--- src/rtl/lamp_pkg.sv ---
package lamp_pkg;

    localparam int unsigned LED_GROUPS = 2;

    typedef enum logic [1:0] {
        COL_WHITE    = 2'd0,
        COL_DAYLIGHT = 2'd1,
        COL_YELLOW   = 2'd2
    } colour_t;

    typedef struct packed {
        logic [LED_GROUPS-1:0] white;
        logic [LED_GROUPS-1:0] yellow;
    } led_drive_t;

    // Colour shown after a short open interval, given the colour shown before it.
    function automatic colour_t colour_step(colour_t c);
        case (c)
            COL_WHITE:    return COL_DAYLIGHT;
            COL_DAYLIGHT: return COL_YELLOW;
            default:      return COL_WHITE;
        endcase
    endfunction

    // LED group enables for one colour.
    function automatic led_drive_t colour_leds(colour_t c);
        led_drive_t d;
        d.white  = (c == COL_WHITE  || c == COL_DAYLIGHT) ? '1 : '0;
        d.yellow = (c == COL_YELLOW || c == COL_DAYLIGHT) ? '1 : '0;
        return d;
    endfunction

endpackage

--- src/rtl/lamp_ms_tick.sv ---
module lamp_ms_tick #(
    parameter int unsigned CLK_HZ  = 50_000_000,
    parameter int unsigned TICK_HZ = 1000
) (
    input  logic clk,
    input  logic rst,
    input  logic hold,
    output logic tick
);
    localparam int unsigned DIV_RAW = CLK_HZ / TICK_HZ;
    localparam int unsigned DIV     = (DIV_RAW < 1) ? 1 : DIV_RAW;
    localparam int unsigned CW      = (DIV > 1) ? $clog2(DIV) : 1;

    logic [CW-1:0] cnt;

    // The divider restarts while held, so intervals are measured from their start.
    assign tick = !hold && (cnt == CW'(DIV - 1));

    always_ff @(posedge clk) begin
        if (rst || hold) begin
            cnt <= '0;
        end else if (tick) begin
            cnt <= '0;
        end else begin
            cnt <= cnt + 1'b1;
        end
    end
endmodule

--- src/rtl/lamp_gap_timer.sv ---
module lamp_gap_timer #(
    parameter int unsigned LIMIT_MS = 1000
) (
    input  logic clk,
    input  logic rst,
    input  logic sw_closed,
    input  logic tick,
    output logic gap_long
);
    localparam int unsigned SAT = LIMIT_MS + 1;
    localparam int unsigned GW  = $clog2(SAT + 1);

    logic [GW-1:0] ms;

    always_ff @(posedge clk) begin
        if (rst || sw_closed) begin
            ms <= '0;
        end else if (tick && ms != GW'(SAT)) begin
            ms <= ms + 1'b1;
        end
    end

    assign gap_long = (ms == GW'(SAT));
endmodule

--- src/rtl/lamp_colour_fsm.sv ---
module lamp_colour_fsm
    import lamp_pkg::*;
(
    input  logic       clk,
    input  logic       rst,
    input  logic       sw_closed,
    input  logic       gap_long,
    output led_drive_t drive
);
    logic    closed;
    colour_t shown;
    colour_t pending;

    always_ff @(posedge clk) begin
        if (rst) begin
            closed  <= 1'b0;
            shown   <= COL_WHITE;
            pending <= COL_WHITE;
        end else begin
            if (sw_closed && !closed) begin
                closed <= 1'b1;
                shown  <= gap_long ? COL_WHITE : pending;
            end else if (!sw_closed && closed) begin
                closed  <= 1'b0;
                pending <= colour_step(shown);
            end else if (!sw_closed && gap_long) begin
                pending <= COL_WHITE;
            end
        end
    end

    always_comb begin
        drive = closed ? colour_leds(shown) : '0;
    end
endmodule

--- src/rtl/lamp_colour_switch.sv ---
module lamp_colour_switch
    import lamp_pkg::*;
#(
    parameter int unsigned CLK_HZ = 50_000_000,
    parameter int unsigned GAP_MS = 1000
) (
    input  logic                  clk,
    input  logic                  rst,
    input  logic                  sw_closed,
    output logic [LED_GROUPS-1:0] led_white,
    output logic [LED_GROUPS-1:0] led_yellow
);
    logic       ms_tick;
    logic       gap_long;
    led_drive_t drive;

    lamp_ms_tick #(.CLK_HZ(CLK_HZ), .TICK_HZ(1000)) u_tick (
        .clk  (clk),
        .rst  (rst),
        .hold (sw_closed),
        .tick (ms_tick)
    );

    lamp_gap_timer #(.LIMIT_MS(GAP_MS)) u_gap (
        .clk       (clk),
        .rst       (rst),
        .sw_closed (sw_closed),
        .tick      (ms_tick),
        .gap_long  (gap_long)
    );

    lamp_colour_fsm u_fsm (
        .clk       (clk),
        .rst       (rst),
        .sw_closed (sw_closed),
        .gap_long  (gap_long),
        .drive     (drive)
    );

    assign led_white  = drive.white;
    assign led_yellow = drive.yellow;
endmodule

--- config.mk ---
export PLATFORM = sky130hd
export DESIGN_NAME = lamp_colour_switch
export DESIGN_NICKNAME = d
export VERILOG_FILES = /design/src/rtl/lamp_pkg.sv /design/src/rtl/lamp_ms_tick.sv /design/src/rtl/lamp_gap_timer.sv /design/src/rtl/lamp_colour_fsm.sv /design/src/rtl/lamp_colour_switch.sv
export SDC_FILE = /design/constraint.sdc
export NUM_CORES = 1
export LEC_CHECK = 0
export ABC_AREA = 1
export BUFFER_PORTS_ARGS = -buffer_cell sky130_fd_sc_hd__buf_2
export CORE_ASPECT_RATIO = 2
export CORE_MARGIN = 2
export CORE_UTILIZATION = 40
export CTS_BUF_LIST = sky130_fd_sc_hd__clkbuf_16
export CTS_CLUSTER_DIAMETER = 30
export CTS_CLUSTER_SIZE = 30
export DETAILED_ROUTE_END_ITERATION = 10
export GPL_TIMING_DRIVEN = 0
export SYNTH_ARGS = -nofsm -noshare
export SYNTH_HDL_FRONTEND = slang
export SYNTH_SLANG_ARGS = --single-unit
--- constraint.sdc ---
create_clock -name clk -period 2.59 [get_ports clk]
set_input_delay 0.259 -clock clk [delete_from_list [all_inputs] [get_ports clk]]
set_output_delay 0.259 -clock clk [all_outputs]
set_load 0.03 [all_outputs]
# Word-level counts from Yosys, hierarchy flattened
# Cells that the tools add are included.
word_totals:
  ff_bits: 31
  inputBits: 3
  out_inout_bits: 4
  elab_cells: 37
op_classes:
  addsub: 2
  eq_ne: 5
  muxes: 9
  bitwise: 1
  n_reduce_logical: 15
ops:
  columns: ["cell", "count"]
  rows:
  - ["$add 16x1->16 const B", 1]
  - ["$eq 16x16->1 const B", 1]
  - ["$add 10x1->10 const B", 1]
  - ["$eq 10x10->1 const B", 1]
  - ["$mux 2", 5]
  - ["$ne 10x10->1 const B", 1]
  - ["$logic_and 1x1->1", 5]
  - ["$mux 4", 1]
  - ["$pmux 2 s2", 1]
  - ["$reduce_bool 2->1", 2]
  - ["$logic_or 1x1->1", 3]
  - ["$eq 2x1->1 const B", 1]
  - ["$eq 2x2->1 const B", 1]
  - ["$logic_not 1->1", 2]
  - ["$logic_not 2->1", 1]
  - ["$mux 1", 2]
  - ["$reduce_and 2->1", 1]
  - ["$reduce_or 2->1", 1]
  - ["$not 1->1", 1]

# Depth between registers and ports, before layout
depth:
  ltp_word: 4
  ltp_mapped: 9
  depth_no_buf: 9

# Hierarchy
# From an unflattened synthesis, not the netlist that was laid out.
unflattened:
  cells_unflattened: 255
  area_unflattened_um2: 1796.7
modules_own_cells:
  columns: ["mod", "n_inst", "cells_each", "area_each_um2", "seq_area_each_um2"]
  rows:
  - ["lamp_ms_tick", 1, 125, 874.6, 320.3]
  - ["lamp_gap_timer", 1, 91, 619.3, 200.2]
  - ["lamp_colour_fsm", 1, 39, 302.8, 100.1]

# Least setup slack after synthesis
# Ideal clock, no wire load.
synth_timing:
  path_type: "flip-flop to output port"
  from: "register u_fsm.shown[1]"
  to: "output led_white[1]"
  arrival_ps: 1272
  required_ps: 2331
  path_slack_ps: 1059
  stages_incl_launch_ff: 6
  path_buffers: 1
  cell_sequence: "dfxtp_1 -> inv_1 -> ha_1 -> nor2_1 -> nor2_1 -> buf_4"
synth_between:
  elab_chain_len: 4
synth_rtl:
  columns: ["element", "line", "rtl"]
  rows:
  - ["start: declaration", "lamp_colour_fsm.sv:11", "colour_t shown;"]
  - ["start signal: assignment", "lamp_colour_fsm.sv:22", "shown <= gap_long ? COL_WHITE : pending;"]
  - ["$eq 2x1->1 or $logic_not 2->1 (tied branches)", "lamp_pkg.sv:28", "d.white = (c == COL_WHITE || c == COL_DAYLIGHT) ? '1 : '0;"]
  - ["$logic_or 1x1->1 (*)", "lamp_pkg.sv:28", null]
  - ["$mux 2 (*)", "lamp_pkg.sv:28", null]
  - ["$mux 4 (*)", "lamp_colour_fsm.sv:33", "drive = closed ? colour_leds(shown) : '0;"]
  - ["end: declaration", "lamp_colour_switch.sv:10", "output logic [LED_GROUPS-1:0] led_white,"]
# Every way passes the cells marked *; elsewhere a longest branch is shown, timed or not.

# Final worst setup path
layout_timing:
  from: "register u_tick.cnt[0]"
  to: "register u_gap.ms[7]"
layout_between:
  elab_chain_len: 3
layout_rtl:
  columns: ["element", "line", "rtl"]
  rows:
  - ["start: declaration", "lamp_ms_tick.sv:14", "logic [CW-1:0] cnt;"]
  - ["start signal: assignment", "lamp_ms_tick.sv:25", "cnt <= cnt + 1'b1;"]
  - ["$eq 16x16->1", "lamp_ms_tick.sv:17", "assign tick = !hold && (cnt == CW'(DIV - 1));"]
  - ["$logic_and 1x1->1", "lamp_ms_tick.sv:17", null]
  - ["$logic_and 1x1->1", "lamp_gap_timer.sv:18", "end else if (tick && ms != GW'(SAT)) begin"]
  - ["end signal: assignment", "lamp_gap_timer.sv:19", "ms <= ms + 1'b1;"]
  - ["end: declaration", "lamp_gap_timer.sv:13", "logic [GW-1:0] ms;"]
# Every way passes these cells.
# A chain may end at the register's enable or synchronous reset.

==> qor.csv <==
metric,value,unit
DRC violations left,0,
"antenna viol nets, final",0,
1st-iter DRT viols,22,
Hold WC Path Type,in2reg,
Post-Syn Area,1800,um^2
fmax,614,MHz
final worst slack,962,ps
Lkg Pwr,0.000765,uW
drt total wl,3.72,mm
Reg-to-Reg Start,u_tick.cnt[0],
asr flop ratio synth,0,%
DR WL met2,2.18,mm
run status,"finished, final reports clean",
aggregate global routing overflow,0,
Post-synth EDFFs,0,
share of Yosys cell area claimed by the top area cell type,34.5,%
Pwr per Cell Area,558,nW/um^2
Root Driver,clkbuf_16,
final hold vios,0,
worst slew margin relative to its limit,70.5,%
layout cells sized above 1,16.3,%
chip width,51.4,um
"area leader, netlist",dfxtp_1,
final slew viol count,0,
Place WS,918,ps
most frequent cells in the layout,"nand2_1, dfxtp_1, nor2_1, inv_1, a21oi_1",
vias in the first global route,1533,
"Reg clk slew, reported paths",50,ps
Die H,98.8,um
Synth Net Count,261,
Die ar.,5080,um^2
register bit count reported by yosys,31,
Num CTS Buffers,5,
Detailed Place HPWL,2.90,mm
gate count of the mapped netlist,250,
Layout area overhead,13.1,%
Top Metal Used,met4,
"Distinct cells, synth",32,
CP required,2750,ps
"commonest non-fill, non-tap cell in the layout",nand2_1,
fin crit period,1630,ps
total number of vias,1547,
Diodes inserted,0,
CTS resizes,0,
worst slew pin tran,439,ps
initial antenna violation count,0,
Worst Hold Path EP,u_fsm.pending[1],
Mean Syn Cell Area,7.19,um^2
clock tree buffer depth,2,
vias per std cell,4.86,
fin crit share,62.9,%
sequential share of the synthesized area,34.5,%
largest cells by area after synthesis,"dfxtp_1, nand2_1, nor2_1, ha_1, a21oi_1",
final setup fails,0,
met1 wire length,1.38,mm
worst hold start,rst,
hold_buf cts,0,
RR Endpoint,u_gap.ms[7],
RSZ-0062 raised after global routing,false,
critical setup path kind,reg2reg,
Final Skew,5.19,ps
IO buf count,6,
GPL Wtd Cong,0.811,
1st-pass router iterations,4,
CP endpoint kind,flop,
WHS Path Cells,2,
Core Box Area,4340,um^2
Ys Warns,0,
Worst R2R Setup Slack,960,ps
Synth Flop Type,dfxtp_1,
largest net degree at the start of global routing,11,
DR WL/cell,11.7,um
fin nets,274,
Critical Path Fanout Max,10,
R2R cell count,8,
MaxCap Viol Count,0,
# IOs,7,
Starting Density,41.4,%
first-pass GRT wire length,6.65,mm
clock sink total,31,
largest vdd supply drop,0.393,mV
post-CTS setup buffer count,0,
Rows,34,
H-tree level count,2,
met3 WL,76,um
Critical Path Start Type,flop,
CTS tree,yes,
global-route usage over all layers,17.0,%
CP arrival,1790,ps
later-pin clock latency in the skew report,280,ps
Setup TNS Final,0,ps
-- logic make-up after synthesis --
family	Yosys count	synth area share, %
AND/OR/NAND/NOR	136	37.0
buffers and inverters	36	8.49
flip-flops	31	34.5
AO/OA/AOI/OAI	28	9.12
XOR/XNOR	11	5.36
adder cells (fa/ha/maj)	8	5.57
-- state kept, by name (all words and copies together) (netlist names) --
register / flops
u_fsm.shown: 2
u_tick.cnt: 16
u_fsm.closed: 1
u_fsm.pending: 2
u_gap.ms: 10
-- how the worst max path moves through the flow --
stage | endpoint | slack [ps] | from
floorplan | led_white[1] | 1060 | u_fsm.shown[1]
global placement | u_gap.ms[7] | 950 | u_tick.cnt[0]
detailed placement | u_gap.ms[6] | 920 | u_tick.cnt[0]
CTS | u_gap.ms[6] | 900 | u_tick.cnt[0]
global route | u_gap.ms[2] | 710 | u_tick.cnt[0]
finish | u_gap.ms[7] | 960 | u_tick.cnt[0]
-- synth_stat cells (all sizes together) (2+ instances only) --
library cell  count
ha                8
xor2              7
nor3              6
o211ai            2
buf               4
nand4             8
inv              30
nand3            16
nand2            63
a21oi            21
nor2             39
o21ai             2
a211oi            3
dfxtp            31
xnor2             4
clkinv            2
-- final cells by class --
class / instances / area [um^2]
buffer: 4 / 31.3
clock buffer: 5 / 125
clock inverter: 3 / 12.5
fill: 482 / 2310
inverter: 32 / 121
multi-input combinational: 183 / 1020
sequential: 31 / 621
tap: 54 / 67.6
timing repair buffer: 6 / 30.0
-- critical path: stages (launching register included) --
cell	delay, ps
dfxtp_1	350
ha_1	190
nand2_2	110
nor2_2	120
nand3_1	100
nor2_2	210
nand3_2	240
nand2_1	120
a21oi_1	70
-- through the flow --
| stage | instances | power (uW) | hold slack, ps | cell area (um^2) | utilization, % |
|---|---|---|---|---|---|
| final | 318 | 1140 | 223 | 2030 | 46.9 |
| after floorplan | 250 | 567 | 328 | 1800 | - |
| after global placement | 310 | 589 | 436 | 1900 | 43.7 |
| after CTS | 318 | 1150 | 221 | 2030 | 46.9 |
| after detailed placement | 310 | 590 | 448 | 1900 | 43.7 |
| after global routing | 318 | 1180 | 235 | 2030 | 46.9 |
-- layer usage --
layer	up-vias	global-route usage, %
met5	-	0
met2	15	31.8
li1	825	-
met1	696	17.3
met3	11	3.18
met4	0	7.69
-- report_power, final --
group | internal (uW) | switching (uW)
Combinational | 29.4 | 56.4
Sequential | 486 | 5.93
Clock | 347 | 210
Total | 863 | 273
Note: power is estimated with default switching activity, not from simulation.
